==> config.mk <==
export PLATFORM = sky130hd
export DESIGN_NAME = qptr_chan_regs
export DESIGN_NICKNAME = d
export VERILOG_FILES = /design/src/rtl/qptr_pkg.sv /design/src/rtl/qptr_ring.sv /design/src/rtl/qptr_irq.sv /design/src/rtl/qptr_addr.sv /design/src/rtl/qptr_chan_regs.sv
export SDC_FILE = /design/constraint.sdc
export NUM_CORES = 1
export LEC_CHECK = 0
export CAP_MARGIN = 25
export CORE_MARGIN = 1
export CORE_UTILIZATION = 25
export CTS_CLUSTER_DIAMETER = 80
export CTS_CLUSTER_SIZE = 10
export DETAILED_ROUTE_END_ITERATION = 8
export GPL_ROUTABILITY_DRIVEN = 0
export PLACE_DENSITY_LB_ADDON = 0.2
export SLEW_MARGIN = 20
export SYNTH_ARGS = -nofsm -noshare
export SYNTH_HDL_FRONTEND = slang
export SYNTH_SLANG_ARGS = --single-unit
==> constraint.sdc <==
create_clock -name clk -period 3.6 [get_ports clk]
set_input_delay 0.36 -clock clk [delete_from_list [all_inputs] [get_ports clk]]
set_output_delay 0.36 -clock clk [all_outputs]
set_load 0.05 [all_outputs]
==> src/rtl/qptr_pkg.sv <==
`timescale 1ns/1ps
package qptr_pkg;
    typedef enum logic [1:0] {
        QSEL_RQ_HEAD = 2'd0,
        QSEL_RQ_TAIL = 2'd1,
        QSEL_RS_HEAD = 2'd2,
        QSEL_RS_TAIL = 2'd3
    } qsel_e;

    localparam int REG_W = 32;
endpackage

==> src/rtl/qptr_ring.sv <==
`timescale 1ns/1ps
// Head/tail index pair of one circular queue. One side is host-loaded,
// the other is advanced by the device.
module qptr_ring #(
    parameter int IDX_W          = 8,
    parameter bit HOST_OWNS_TAIL = 1'b1
) (
    input  logic             clk,
    input  logic             rst_n,
    input  logic             host_we,
    input  logic [IDX_W-1:0] host_wdata,
    input  logic             dev_adv,
    output logic [IDX_W-1:0] head_o,
    output logic [IDX_W-1:0] tail_o,
    output logic             empty_o,
    output logic             full_o,
    output logic             adv_ok_o
);
    localparam logic [IDX_W-1:0] ONE = IDX_W'(1);

    typedef struct packed {
        logic [IDX_W-1:0] head;
        logic [IDX_W-1:0] tail;
    } ring_t;

    ring_t st_d, st_q;
    logic  empty, full, adv_ok;

    always_comb begin
        empty = (st_q.head == st_q.tail);
        full  = ((st_q.tail + ONE) == st_q.head);
    end

    generate
        if (HOST_OWNS_TAIL) begin : g_host_tail
            always_comb begin
                st_d      = st_q;
                adv_ok    = dev_adv && !empty;
                if (adv_ok)  st_d.head = st_q.head + ONE;
                if (host_we) st_d.tail = host_wdata;
            end
        end else begin : g_host_head
            always_comb begin
                st_d      = st_q;
                adv_ok    = dev_adv && !full;
                if (adv_ok)  st_d.tail = st_q.tail + ONE;
                if (host_we) st_d.head = host_wdata;
            end
        end
    endgenerate

    always_ff @(posedge clk) begin
        if (!rst_n) st_q <= '0;
        else        st_q <= st_d;
    end

    assign head_o   = st_q.head;
    assign tail_o   = st_q.tail;
    assign empty_o  = empty;
    assign full_o   = full;
    assign adv_ok_o = adv_ok;

    logic [IDX_W-1:0] dev_ptr, host_ptr;
    assign dev_ptr  = HOST_OWNS_TAIL ? st_q.head : st_q.tail;
    assign host_ptr = HOST_OWNS_TAIL ? st_q.tail : st_q.head;


    blocked_adv_chk: assert property (@(posedge clk) disable iff (!rst_n)
        (dev_adv && !adv_ok) |=> $stable(dev_ptr));


    adv_wrap_chk: assert property (@(posedge clk) disable iff (!rst_n)
        adv_ok |=> (dev_ptr == $past(dev_ptr) + ONE));


    host_load_chk: assert property (@(posedge clk) disable iff (!rst_n)
        host_we |=> (host_ptr == $past(host_wdata)));
endmodule

==> src/rtl/qptr_irq.sv <==
`timescale 1ns/1ps
// Interrupt coalescing: pulse on empty-to-non-empty, or on an enabled force.
module qptr_irq (
    input  logic clk,
    input  logic rst_n,
    input  logic push_ok,
    input  logic was_empty,
    input  logic force_req,
    input  logic force_en,
    output logic irq_o
);
    typedef struct packed {
        logic irq;
    } irq_st_t;

    irq_st_t st_d, st_q;

    always_comb begin
        st_d     = st_q;
        st_d.irq = push_ok && (was_empty || (force_req && force_en));
    end

    always_ff @(posedge clk) begin
        if (!rst_n) st_q <= '0;
        else        st_q <= st_d;
    end

    assign irq_o = st_q.irq;


    irq_cause_chk: assert property (@(posedge clk) disable iff (!rst_n)
        irq_o |-> $past(push_ok));


    empty_push_irq_chk: assert property (@(posedge clk) disable iff (!rst_n)
        (push_ok && was_empty) |=> irq_o);


    coalesced_push_chk: assert property (@(posedge clk) disable iff (!rst_n)
        (push_ok && !was_empty && !(force_req && force_en)) |=> !irq_o);
endmodule

==> src/rtl/qptr_addr.sv <==
`timescale 1ns/1ps
// Element address = base + index * element size.
module qptr_addr #(
    parameter int ADDR_W     = 64,
    parameter int IDX_W      = 8,
    parameter int ELEM_BYTES = 64
) (
    input  logic [ADDR_W-1:0] base,
    input  logic [IDX_W-1:0]  idx,
    output logic [ADDR_W-1:0] addr_o
);
    localparam bit IS_POW2 = (ELEM_BYTES & (ELEM_BYTES - 1)) == 0;
    localparam int SHIFT   = $clog2(ELEM_BYTES);

    logic [ADDR_W-1:0] offset;

    generate
        if (IS_POW2) begin : g_shift
            assign offset = ADDR_W'(idx) << SHIFT;
        end else begin : g_mul
            assign offset = ADDR_W'(idx) * ADDR_W'(ELEM_BYTES);
        end
    endgenerate

    assign addr_o = base + offset;
endmodule

==> src/rtl/qptr_chan_regs.sv <==
`timescale 1ns/1ps
module qptr_chan_regs
    import qptr_pkg::*;
#(
    parameter int DEPTH          = 256,
    parameter int ADDR_W         = 64,
    parameter int REQ_ELEM_BYTES = 64,
    parameter int RSP_ELEM_BYTES = 4
) (
    input  logic              clk,
    input  logic              rst_n,
    input  logic              reg_wr_en,
    input  logic [3:0]        reg_addr,
    input  logic [REG_W-1:0]  reg_wdata,
    output logic [REG_W-1:0]  reg_rdata,
    input  logic [ADDR_W-1:0] req_base,
    input  logic [ADDR_W-1:0] rsp_base,
    input  logic              force_irq_en,
    output logic              req_pending,
    input  logic              req_pop,
    output logic [ADDR_W-1:0] req_elem_addr,
    input  logic              rsp_push,
    input  logic              rsp_force_irq,
    output logic              rsp_full,
    output logic [ADDR_W-1:0] rsp_elem_addr,
    output logic              irq
);
    localparam int IDX_W = $clog2(DEPTH);

    qsel_e            sel;
    logic             wr_rq_tail, wr_rs_head;
    logic [IDX_W-1:0] rq_head, rq_tail, rs_head, rs_tail;
    logic             rq_empty, rq_full_unused, rq_adv_ok;
    logic             rs_empty, rs_full, rs_adv_ok;
    logic             unused_bits;

    assign unused_bits = ^{reg_addr[1:0], reg_wdata[REG_W-1:IDX_W], rq_full_unused};

    always_comb begin
        sel        = qsel_e'(reg_addr[3:2]);
        wr_rq_tail = reg_wr_en && (sel == QSEL_RQ_TAIL);
        wr_rs_head = reg_wr_en && (sel == QSEL_RS_HEAD);
        case (sel)
            QSEL_RQ_HEAD: reg_rdata = REG_W'(rq_head);
            QSEL_RQ_TAIL: reg_rdata = REG_W'(rq_tail);
            QSEL_RS_HEAD: reg_rdata = REG_W'(rs_head);
            QSEL_RS_TAIL: reg_rdata = REG_W'(rs_tail);
            default:      reg_rdata = '0;
        endcase
    end

    qptr_ring #(.IDX_W(IDX_W), .HOST_OWNS_TAIL(1'b1)) u_req_ring (
        .clk        (clk),
        .rst_n      (rst_n),
        .host_we    (wr_rq_tail),
        .host_wdata (reg_wdata[IDX_W-1:0]),
        .dev_adv    (req_pop),
        .head_o     (rq_head),
        .tail_o     (rq_tail),
        .empty_o    (rq_empty),
        .full_o     (rq_full_unused),
        .adv_ok_o   (rq_adv_ok)
    );

    qptr_ring #(.IDX_W(IDX_W), .HOST_OWNS_TAIL(1'b0)) u_rsp_ring (
        .clk        (clk),
        .rst_n      (rst_n),
        .host_we    (wr_rs_head),
        .host_wdata (reg_wdata[IDX_W-1:0]),
        .dev_adv    (rsp_push),
        .head_o     (rs_head),
        .tail_o     (rs_tail),
        .empty_o    (rs_empty),
        .full_o     (rs_full),
        .adv_ok_o   (rs_adv_ok)
    );

    qptr_addr #(.ADDR_W(ADDR_W), .IDX_W(IDX_W), .ELEM_BYTES(REQ_ELEM_BYTES)) u_req_addr (
        .base   (req_base),
        .idx    (rq_head),
        .addr_o (req_elem_addr)
    );

    qptr_addr #(.ADDR_W(ADDR_W), .IDX_W(IDX_W), .ELEM_BYTES(RSP_ELEM_BYTES)) u_rsp_addr (
        .base   (rsp_base),
        .idx    (rs_tail),
        .addr_o (rsp_elem_addr)
    );

    qptr_irq u_irq (
        .clk       (clk),
        .rst_n     (rst_n),
        .push_ok   (rs_adv_ok),
        .was_empty (rs_empty),
        .force_req (rsp_force_irq),
        .force_en  (force_irq_en),
        .irq_o     (irq)
    );

    assign req_pending = !rq_empty;
    assign rsp_full    = rs_full;


    idle_pop_chk: assert property (@(posedge clk) disable iff (!rst_n)
        (req_pop && !req_pending) |=> !irq || $past(rsp_push));


    full_push_chk: assert property (@(posedge clk) disable iff (!rst_n)
        (rsp_push && rsp_full) |=> !irq);
endmodule

# --- Yosys cells after proc, flatten, opt, wreduce, memory -nomap -nowiden ---
# Index checks and enable logic that the tools add are counted.
word_totals:
  reg_bits: 33
  input_bits: 171
  out_inout_bits: 163
  word_cells: 26
op_classes:
  addsub: 4
  n_eq_ne: 6
  n_mux: 1
  n_reduce_logical: 10
op_table:
  columns: ["operator", "n"]
  rows:
  - ["$pmux 32 s4", 1]
  - ["$add 64x10->64", 1]
  - ["$add 64x14->64", 1]
  - ["$eq 8x8->1", 3]
  - ["$add 8x1->8 const B", 2]
  - ["$logic_and 1x1->1", 6]
  - ["$eq 2x2->1 const B", 2]
  - ["$eq 2x1->1 const B", 1]
  - ["$logic_not 1->1", 2]
  - ["$logic_not 2->1", 1]
  - ["$logic_or 1x1->1", 1]

# --- Depth between registers and ports, before layout ---
# Gate-level depths: netlist of the first run.
depth:
  word_depth: 5
  depth_mapped: 10
  depth_no_buf: 9

# --- Cells and area by module ---
# From an unflattened synthesis of the first run, not the netlist that was laid out.
unflattened:
  cells_unflattened: 750
  hier_area_um2: 5736.8
modules_own_cells:
  columns: ["module", "n_inst", "cells_each", "area_per_inst_um2", "seq_area_each_um2"]
  rows:
  - ["qptr_addr (u_req_addr)", 1, 223, 1601.5, 0.0]
  - ["qptr_addr (u_rsp_addr)", 1, 246, 1601.5, 0.0]
  - ["qptr_ring (u_req_ring)", 1, 114, 1048.5, 320.3]
  - ["qptr_ring (u_rsp_ring)", 1, 125, 1048.5, 320.3]
  - ["qptr_chan_regs", 1, 38, 404.1, 0.0]
  - ["qptr_irq", 1, 4, 32.5, 20.0]

# --- Least setup slack after synthesis of the first run ---
# Ideal clock, no wire load.
synth_path:
  path_type: "register to output"
  startpoint: "register u_req_ring.st_q (netlist bit u_req_ring.head_o[0])"
  endpoint: "output req_elem_addr[56]"
  t_arrival_ns: 3.178
  required_time_ns: 3.240
  slack_ns: 0.062
  path_stages_with_launch: 10
  path_buffers: 0
  path_cell_list: "dfxtp_1 ha_1 inv_1 fa_1 nor2b_1 o21a_1 o2111ai_1 a2111oi_4 nand4_1 xnor2_1"
synth_between:
  elab_chain_cells: 1
synth_rtl:
  columns: ["element", "line_no", "rtl"]
  rows:
  - ["start, declared", "qptr_ring.sv:26", "ring_t st_d, st_q;"]
  - ["start signal, assigned", "qptr_ring.sv:54", "else st_q <= st_d;"]
  - ["$add 64x14->64", "qptr_addr.sv:25", "assign addr_o = base + offset;"]
  - ["end, declared", "qptr_chan_regs.sv:21", "output logic [ADDR_W-1:0] req_elem_addr,"]
# Every way passes these cells.

# --- Final worst setup path of the first run ---
layout_path:
  startpoint: "input req_base[6]"
  endpoint: "output req_elem_addr[44]"
layout_between:
  elab_chain_cells: 1
layout_rtl:
  columns: ["element", "line_no", "rtl"]
  rows:
  - ["start, declared", "qptr_chan_regs.sv:16", "input logic [ADDR_W-1:0] req_base,"]
  - ["$add 64x14->64", "qptr_addr.sv:25", null]
# Every way passes these cells.

==> out/metrics.cfg, run 1 <==
[outcome]
run_status = complete, no violations

[yosys]
syn_area_per_cell_sq_um = 7.68
post_synth_instance_area_sq_um = 5010
yosys_warnings = 0
sequential_to_total_area_share_from_yosys_stat_pct = 13.2
postSynth.asyncResetShare_pct = 0
netlist_instances = 653
yosys_most_used_dff = sky130_fd_sc_hd__dfxtp_1
number_of_enable_type_register_cells_in_the_synthesized_netlist = 0
ys_ff_latch = 33
yosys.cell_types.count = 53

[timing]
timing.fmax_mhz = 293
slew_viol_final = 0
period_minus_ws_final_ns = 3.42
setup_viol_count_final = 0
skew_ns = 0.00205
finalCritPeriodShare_pct = 94.9
unrepaired_setup_endpoints_after_global_routing = no
smallest_hold_slack_ns = 0.552
timing.max_slew.rel_slack_pct = 48.1
finalHoldViolations = 0
timing_worst_slew_pin_value_ns = 0.775
fin_setup_tns_ns = 0

[layout]
final_cell_mix = sky130_fd_sc_hd__clkdlybuf4s50_1, sky130_fd_sc_hd__buf_12, sky130_fd_sc_hd__xnor2_1, sky130_fd_sc_hd__xor2_1, sky130_fd_sc_hd__nand2_1
layout.cells.most_common = sky130_fd_sc_hd__clkdlybuf4s50_1
layout-drive-gt1-share_pct = 18.9
finalNetCount = 1117
synth_to_layout_area_growth_pct = 84.0
antennaDiodeCount = 0

[clock_network]
cts.reportedPaths.clkPinSlew_ns = 0.05
clockRootBuffer = sky130_fd_sc_hd__clkbuf_16
insertion_delay_ns = 0.28
cts_tree = yes
tritoncts_num_sinks = 33
clock_tree.htree_level_count = 2
numCtsBuffers = 5
post_cts_buffers = 0
cts_max_path_buffers = 2

[floorplan]
die_y_um = 144
std_cell_core_area_sq_um = 19500
start_util_pct = 25.7
num_rows = 51
die_footprint_sq_um = 20600
die_w_um = 144
top_level_ports = 334

[critical_path]
r2r_slack_ns = 1.33
critPathMaxFanout = 4
critical_path.top_delay_family = compound AO/OA/AOI/OAI gates
critical_path.max_stage_delay_ns = 0.50
worst_path_max_delay_cell = sky130_fd_sc_hd__a2111oi_1
worst_setup_path_end_kind = output port
critical_path.n_buffers_inverters = 4
crit_path_cell_trace = clkdlybuf4s50_1, ha_1, inv_1, fa_2, nor2b_1, o21a_1, o2111ai_4, buf_6, a2111oi_1, xor2_1, buf_12
worst-endpoint-required_ns = 3.24
critical_path.startpoint_type = input pin
arrival_ns = 3.05
timing.setup.critical_path_class = input pin to output port

[grt]
grt-ovfl-total = 0
antenna_found_initial = 0
pin_count_of_the_biggest_net_entering_global_routing = 36
vias_in_the_first_global_route = 5071
total_grt_usage_pct = 17.0
grt_pass1_wl_um = 27700

[power]
power_frac_comb_pct = 56.6
power.density_cell_area_nw_per_um2 = 236
vdd.ir_drop.worst_uv = 346
power.share.clock_pct = 25.3
netSwitchingFraction_pct = 39.6
net-switching-power_uw = 863
static_leakage_power_nw = 3.86
power_report.internal_total_mw = 1.31
power_frac_seq_pct = 18.2

[placement]
hpwl_um = 15500
place.port_buffers = 267

[flow_run]
max_capacitance_violation_count = 0

[detailed_routing]
drt_iter0_drc = 211
drt_first_pass_iters = 4
antenna_left = 0
routedWlPerCell_um = 15.4
wirelength_um = 18300
routed-via-count = 5555
drt_drc_violations_left = 0
via_per_inst = 4.66

[worst_hold_path]
holdCritPathClass = register to register

## logic make-up after synthesis
group,synth area share (%)
buf+inv,8.39
flops,13.2
simple gates,30.9
xor+xnor,24.6
other cells,0.0748
compound gates,10.4
mux,7.19
fa+ha+maj,5.29
## stage by stage
step | setup slack [ns] | power [mW] | cells | utilization, % | cell area, sq um
6_report | 0.185 | 2.18 | 1192 | 47.2 | 9230
3_3_place_gp | 0.0330 | 1.63 | 1184 | 45.8 | 8950
5_1_grt | 0.00645 | 2.27 | 1192 | 47.2 | 9230
2_1_floorplan | 0.0623 | 1.08 | 676 | - | 5100
4_1_cts | 0.00769 | 2.19 | 1192 | 46.9 | 9150
3_5_place_dp | 0.0335 | 1.63 | 1184 | 45.8 | 8950
## path summary, 6_finish.rpt
kind,startpoint,to,depth (start not counted)
worst min register to register,u_req_ring.tail_o[3],u_req_ring.tail_o[3],2
worst min-delay path,u_req_ring.tail_o[3],u_req_ring.tail_o[3],2
worst max register to register,u_rsp_ring.tail_o[4],u_irq.irq_o,7
worst max-delay path,req_base[6],req_elem_addr[44],11
## what timing repair did
item,4_1_cts,5_1_grt
endpoints found under the hold margin,0,0
pin swaps,0,6
resized for setup,1,15
hold buffers,0,0
setup endpoints to repair,1,36
## power groups by stage
stage | registers [mW] | logic [mW] | clock network, mW
floorplan | 0.411 | 0.670 | 0
CTS | 0.396 | 1.24 | 0.562
global route | 0.398 | 1.29 | 0.581
global placement | 0.403 | 1.23 | 0
finish | 0.395 | 1.23 | 0.550
detailed placement | 0.403 | 1.23 | 0
## sequential cells by signal, indices dropped and copies added (netlist names)
name	flops
u_req_ring.head_o	8
u_req_ring.tail_o	8
u_rsp_ring.head_o	8
u_rsp_ring.tail_o	8
u_irq.irq_o	1
## final cells by class
class | instances | area, sq um
repair buffers | 293 | 3840
inverters | 27 | 101
clock inverters | 3 | 65.1
flip-flops and latches | 33 | 661
multi-input cells | 566 | 4100
fillers | 1944 | 10300
clock buffers | 5 | 125
well taps | 265 | 332
## per-layer routing
layer	GRT usage (%)	vias to the layer above	routed length (um)
met5	0	-	0
met4	2.97	0	200
met3	2.37	16	1010
met2	30.5	159	9420
met1	21.5	2562	7680
li1	-	2818	-
## Yosys cell counts (26+ instances only)
library cell              count  area [sq um]
sky130_fd_sc_hd__buf_4       33           248
sky130_fd_sc_hd__xnor2_1     77           674
sky130_fd_sc_hd__nand3_1     37           185
sky130_fd_sc_hd__dfxtp_1     33           661
sky130_fd_sc_hd__inv_1       27           101
sky130_fd_sc_hd__xor2_1      64           561
sky130_fd_sc_hd__and3_1      26           163
sky130_fd_sc_hd__nor2_1      37           139
sky130_fd_sc_hd__nand2_1     48           180
sky130_fd_sc_hd__nor3_1      28           140
sky130_fd_sc_hd__nor2b_1     28           175
sky130_fd_sc_hd__nand4_1     33           206
## worst reg2reg max path, delay by kind of cell, from the launching register on
family / cells / cell delay, ns
simple gates: 4 / 0.83
flops: 1 / 0.56
buf+inv: 1 / 0.21
compound gates: 2 / 0.57
(Power assumes the default switching activity.)
==> inputs of run 2 (changes only) <==
--- a/config.mk
+++ b/config.mk
@@ -16,4 +16,5 @@
 export SLEW_MARGIN = 20
 export SYNTH_ARGS = -nofsm -noshare
 export SYNTH_HDL_FRONTEND = slang
+export SYNTH_HIERARCHICAL = 1
 export SYNTH_SLANG_ARGS = --single-unit
==> out/metrics.cfg, run 2 <==
[outcome]
run_status = complete, no violations

[grt]
pin_count_of_the_biggest_net_entering_global_routing = 25  ; -31%
grt_pass1_wl_um = 31900  ; +15%
grt-ovfl-total = 0  ; unchanged
antenna_found_initial = 0  ; unchanged
total_grt_usage_pct = 17.8  ; +0.83 points
vias_in_the_first_global_route = 5865  ; +16%

[placement]
placed_area_sq_um = 9420  ; +5.2%
place.port_buffers = 267  ; unchanged
dp.cells = 1255  ; +6.0%
hpwl_um = 17700  ; +14%
dp_worst_slack_ns = 0.142  ; +0.109 ns

[layout]
stdcell_area_sq_um = 9650  ; +4.6%
final_core_util_pct = 44.4  ; -2.9 points
synth_to_layout_area_growth_pct = 74.4
antennaDiodeCount = 0  ; unchanged
layout.cells.most_common = sky130_fd_sc_hd__clkdlybuf4s50_1
final_cell_mix = sky130_fd_sc_hd__clkdlybuf4s50_1, sky130_fd_sc_hd__buf_12, sky130_fd_sc_hd__xor2_1, sky130_fd_sc_hd__nand2_1, sky130_fd_sc_hd__xnor2_1
layout.cells.non_filler = 1263  ; +6.0%
finalNetCount = 1173  ; +5.0%
layout-drive-gt1-share_pct = 20.0  ; +1.2 points

[clock_network]
clockRootBuffer = sky130_fd_sc_hd__clkbuf_16
cts.reportedPaths.clkPinSlew_ns = 0.05  ; about the same
cts_tree = yes
numCtsBuffers = 5  ; unchanged
post_cts_buffers = 0  ; unchanged
tritoncts_num_sinks = 33  ; unchanged
clock_tree.htree_level_count = 2  ; unchanged
insertion_delay_ns = 0.28  ; about the same
cts_max_path_buffers = 2  ; unchanged

[flow_run]
max_capacitance_violation_count = 0  ; unchanged

[critical_path]
arrival_ns = 3.09  ; +0.04 ns
r2r-end = u_rsp_ring/tail_o[4]
critical_path.startpoint_type = input pin
worst-r2r-cell-count = 7  ; unchanged
r2r_slack_ns = 0.95  ; -0.38 ns
timing.setup.critical_path_class = input pin to output port
r2r-start = u_rsp_ring/tail_o[1]
critPathMaxFanout = 13  ; +9
worst-endpoint-required_ns = 3.24  ; about the same
worst_setup_path_end_kind = output port

[timing]
fin_setup_tns_ns = 0  ; unchanged
smallest_hold_slack_ns = 0.544  ; -0.00790 ns
skew_ns = 0.00552  ; +0.00347 ns
unrepaired_setup_endpoints_after_global_routing = no
finalHoldViolations = 0  ; unchanged
period_minus_ws_final_ns = 3.45  ; +0.0323 ns
timing.max_slew.rel_slack_pct = 53.9  ; +5.8 points
worst_setup_margin_ns = 0.153  ; -0.0323 ns
setup_viol_count_final = 0  ; unchanged
finalCritPeriodShare_pct = 95.8  ; +0.90 points
timing.fmax_mhz = 290  ; -0.94%
slew_viol_final = 0  ; unchanged
timing_worst_slew_pin_value_ns = 0.690  ; -0.0851 ns

[floorplan]
top_level_ports = 334  ; unchanged
die_w_um = 151  ; +5.0%
std_cell_core_area_sq_um = 21800  ; +11%
die_footprint_sq_um = 22700  ; +10%
start_util_pct = 25.4  ; -0.23 points
num_rows = 54  ; +5.9%
die_y_um = 151  ; +5.0%

[yosys]
syn_area_per_cell_sq_um = 7.69  ; +0.16%
netlist_instances = 720  ; +10%
yosys_warnings = 6  ; +6
post_synth_instance_area_sq_um = 5540  ; +10%

[detailed_routing]
drt_iter0_drc = 227  ; +7.6%
drt_drc_violations_left = 0  ; unchanged
via_per_inst = 4.93  ; +5.7%
routed-via-count = 6221  ; +12%
routedWlPerCell_um = 16.7  ; +8.7%
wirelength_um = 21100  ; +15%
drt_first_pass_iters = 5  ; +1
antenna_left = 0  ; unchanged

[power]
power.density_cell_area_nw_per_um2 = 239  ; +1.3%
vdd.ir_drop.worst_uv = 170  ; -51%
static_leakage_power_nw = 3.75  ; -2.8%
totalPowerFinal_mw = 2.31  ; +6.0%

[worst_hold_path]
hold_path_startpoint = u_rsp_ring/head_o[4]
hold_path_end = u_rsp_ring/head_o[4]
min_path_cells = 2  ; unchanged
holdCritPathClass = register to register

## run 2: worst max-delay path, stage by stage
cell,delay [ns]
sky130_fd_sc_hd__clkdlybuf4s50_1,0.46
sky130_fd_sc_hd__ha_1,0.22
sky130_fd_sc_hd__inv_1,0.07
sky130_fd_sc_hd__fa_1,0.39
sky130_fd_sc_hd__nand2b_1,0.18
sky130_fd_sc_hd__a21oi_1,0.23
sky130_fd_sc_hd__o2111ai_1,0.15
sky130_fd_sc_hd__buf_4,0.23
sky130_fd_sc_hd__nor4_1,0.32
sky130_fd_sc_hd__xor2_1,0.30
sky130_fd_sc_hd__buf_12,0.18
## run 2: worst max-delay path by stage
stage                         start                    to  slack [ns]  cells past startpoint
3_3_place_gp            req_base[6]     req_elem_addr[38]        0.15                     11
6_report                rsp_base[2]     rsp_elem_addr[54]        0.15                     11
2_1_floorplan  u_rsp_ring/tail_o[1]  u_rsp_ring/tail_o[3]        0.15                      6
4_1_cts                 req_base[6]     req_elem_addr[54]        0.13                     12
3_5_place_dp            req_base[6]     req_elem_addr[54]        0.14                     12
5_1_grt                 rsp_base[2]     rsp_elem_addr[28]        0.01                     11
## run 2: per-layer routing
layer / wire length, um / global-route usage, %
met2: 10100 / 30.8
met5: 0 / 0
met3: 1960 / 5.54
met1: 8780 / 21.8
met4: 214 / 2.55
## run 2: where the power goes
group          switching (mW)  internal, mW
registers              0.0214         0.382
logic                   0.779         0.565
clock network           0.166         0.395
## run 2: cell type report
| cell class | instances | area (sq um) |
|---|---|---|
| Sequential cell | 33 | 661 |
| Inverter | 31 | 116 |
| Multi-Input combinational cell | 618 | 4490 |
| Clock buffer | 5 | 125 |
| Timing Repair Buffer | 293 | 3840 |
| Fill cell | 2156 | 12100 |
| Tap cell | 280 | 350 |
| Clock inverter | 3 | 65.1 |
## run 2: what timing repair did
item	CTS	global route
resized for setup	0	7
hold buffers	0	0
setup endpoints to repair	0	7
==> inputs of run 3 (changes only) <==
--- a/config.mk
+++ b/config.mk
@@ -11,6 +11,7 @@
 export CTS_CLUSTER_DIAMETER = 80
 export CTS_CLUSTER_SIZE = 10
 export DETAILED_ROUTE_END_ITERATION = 8
+export DONT_BUFFER_PORTS = 1
 export GPL_ROUTABILITY_DRIVEN = 0
 export PLACE_DENSITY_LB_ADDON = 0.2
 export SLEW_MARGIN = 20
==> out/metrics.cfg, run 3 (synthesis results as in run 2) <==
[outcome]
run_status = complete, no violations

[critical_path]
critPathMaxFanout = 12  ; -1
arrival_ns = 3.02  ; -0.07 ns
timing.setup.critical_path_class = register to output port
critical_path.startpoint_type = register
worst_setup_path_end_kind = output port
worst-endpoint-required_ns = 3.24  ; about the same

[timing]
unrepaired_setup_endpoints_after_global_routing = no
setup_viol_count_final = 0  ; unchanged
timing_worst_slew_pin_value_ns = 0.766  ; +0.0765 ns
slew_viol_final = 0  ; unchanged
skew_ns = 0.00325  ; -0.00227 ns
finalCritPeriodShare_pct = 93.9  ; -1.9 points
timing.fmax_mhz = 296  ; +2.0%
period_minus_ws_final_ns = 3.38  ; -0.0686 ns
timing.max_slew.rel_slack_pct = 48.9  ; -5.0 points
fin_setup_tns_ns = 0  ; unchanged
finalHoldViolations = 0  ; unchanged

[floorplan]
die_w_um = 151  ; unchanged
die_footprint_sq_um = 22700  ; unchanged
top_level_ports = 334  ; unchanged
die_y_um = 151  ; unchanged
std_cell_core_area_sq_um = 21800  ; unchanged
num_rows = 54  ; unchanged
start_util_pct = 25.4  ; unchanged

[placement]
dp.cells = 1096  ; -13%
hpwl_um = 15800  ; -11%
place.port_buffers = 0  ; -100%

[clock_network]
tritoncts_num_sinks = 33  ; unchanged
cts_max_path_buffers = 2  ; unchanged
insertion_delay_ns = 0.28  ; about the same
cts_tree = yes
post_cts_buffers = 0  ; unchanged
ctsHoldBuffers = 0  ; unchanged
cts.reportedPaths.clkPinSlew_ns = 0.05  ; about the same
quantity_of_gates_resized_following_cts = 0  ; unchanged
numCtsBuffers = 5  ; unchanged
clock_tree.htree_level_count = 2  ; unchanged
clockRootBuffer = sky130_fd_sc_hd__clkbuf_16

[detailed_routing]
drt_drc_violations_left = 0  ; unchanged
antenna_left = 0  ; unchanged
routedWlPerCell_um = 17.0  ; +1.9%
via_per_inst = 5.04  ; +2.3%
drt_first_pass_iters = 4  ; -1
drt_iter0_drc = 206  ; -9.3%
routed-via-count = 5557  ; -11%
wirelength_um = 18800  ; -11%

[worst_hold_path]
holdCritPathClass = input pin to register

[power]
netSwitchingFraction_pct = 47.4  ; +5.6 points
power.density_cell_area_nw_per_um2 = 258  ; +7.8%
static_leakage_power_nw = 2.65  ; -29%
net-switching-power_uw = 822  ; -15%
totalPowerFinal_mw = 1.73  ; -25%
power.share.clock_pct = 24.9  ; +0.6 points
vdd.ir_drop.worst_uv = 137  ; -20%
power_frac_comb_pct = 51.7  ; -6.5 points
power_report.internal_total_uw = 912  ; -32%
power_frac_seq_pct = 23.4  ; +5.9 points

[grt]
total_grt_usage_pct = 15.5  ; -2.3 points
antenna_found_initial = 0  ; unchanged
pin_count_of_the_biggest_net_entering_global_routing = 39  ; +56%
grt-ovfl-total = 0  ; unchanged
grt_pass1_wl_um = 28100  ; -12%
vias_in_the_first_global_route = 5271  ; -10%

[layout]
synth_to_layout_area_growth_pct = 21.6
antennaDiodeCount = 0  ; unchanged
final_core_util_pct = 30.9  ; -13 points
layout-drive-gt1-share_pct = 22.7  ; +2.7 points
num-fill-cells = 2399  ; +11%
layout.cells.most_common = sky130_fd_sc_hd__buf_4
final_cell_mix = sky130_fd_sc_hd__buf_4, sky130_fd_sc_hd__xor2_1, sky130_fd_sc_hd__nand2_1, sky130_fd_sc_hd__xnor2_1, sky130_fd_sc_hd__nor2_1
layout.cells.non_filler = 1103  ; -13%
finalNetCount = 1014  ; -14%

[flow_run]
max_capacitance_violation_count = 0  ; unchanged

==> run 3: path summary, 6_finish.rpt <==
check	end	depth (start not counted)	startpoint	slack [ns]
worst min register to register	u_rsp_ring/head_o[0]	2	u_rsp_ring/head_o[0]	0.55
worst max-delay path	req_elem_addr[50]	10	u_req_ring/head_o[0]	0.22
worst max register to register	u_rsp_ring/tail_o[4]	7	u_rsp_ring/tail_o[1]	0.93
worst min-delay path	u_req_ring/head_o[0]	1	rst_n	0.20
==> run 3: layout make-up <==
| class | count | area [sq um] | area share, % |
|---|---|---|---|
| Clock buffer | 7 | 143 | 2.12 |
| Inverter | 31 | 116 | 1.73 |
| Multi-Input combinational cell | 618 | 4450 | 66.2 |
| Sequential cell | 33 | 661 | 9.82 |
| Tap cell | 280 | 350 | 5.21 |
| Timing Repair Buffer | 134 | 1010 | 14.9 |
==> run 3: critical path, stage by stage (launching register included) <==
cell and delay [ns]:
sky130_fd_sc_hd__dfxtp_1 0.33, sky130_fd_sc_hd__ha_1 0.23, sky130_fd_sc_hd__inv_1 0.07, sky130_fd_sc_hd__fa_1 0.39, sky130_fd_sc_hd__nand2b_1 0.18, sky130_fd_sc_hd__a21oi_1 0.40
sky130_fd_sc_hd__o2111ai_1 0.19, sky130_fd_sc_hd__buf_4 0.22, sky130_fd_sc_hd__nor3_1 0.19, sky130_fd_sc_hd__xor2_1 0.26, sky130_fd_sc_hd__buf_4 0.26
==> run 3: power by group through the flow <==
stage / sequential, mW / clock, mW / combinational, mW
floorplan: 0.414 / 0 / 0.751
global placement: 0.413 / 0 / 0.902
detailed placement: 0.414 / 0 / 0.901
CTS: 0.406 / 0.440 / 0.903
global route: 0.409 / 0.461 / 0.950
finish: 0.406 / 0.431 / 0.897
==> run 3: through the flow <==
step | hold slack [ns] | area (sq um) | setup slack (ns)
finish | 0.203 | 6730 | 0.221
global route | 0.206 | 6730 | 0.000164
CTS | 0.199 | 6730 | 0.165
detailed placement | 0.489 | 6590 | 0.429
global placement | 0.485 | 6590 | 0.462
floorplan | 0.486 | 5620 | 0.154
==> run 3: per-layer routing <==
| metal | wire length (um) | share of wire (%) | global-route usage (%) |
|---|---|---|---|
| met5 | 0 | 0 | 0 |
| met4 | 372 | 2.0 | 3.85 |
| met3 | 2000 | 11 | 5.51 |
| met2 | 8830 | 47 | 26.6 |
| met1 | 7560 | 40 | 18.2 |
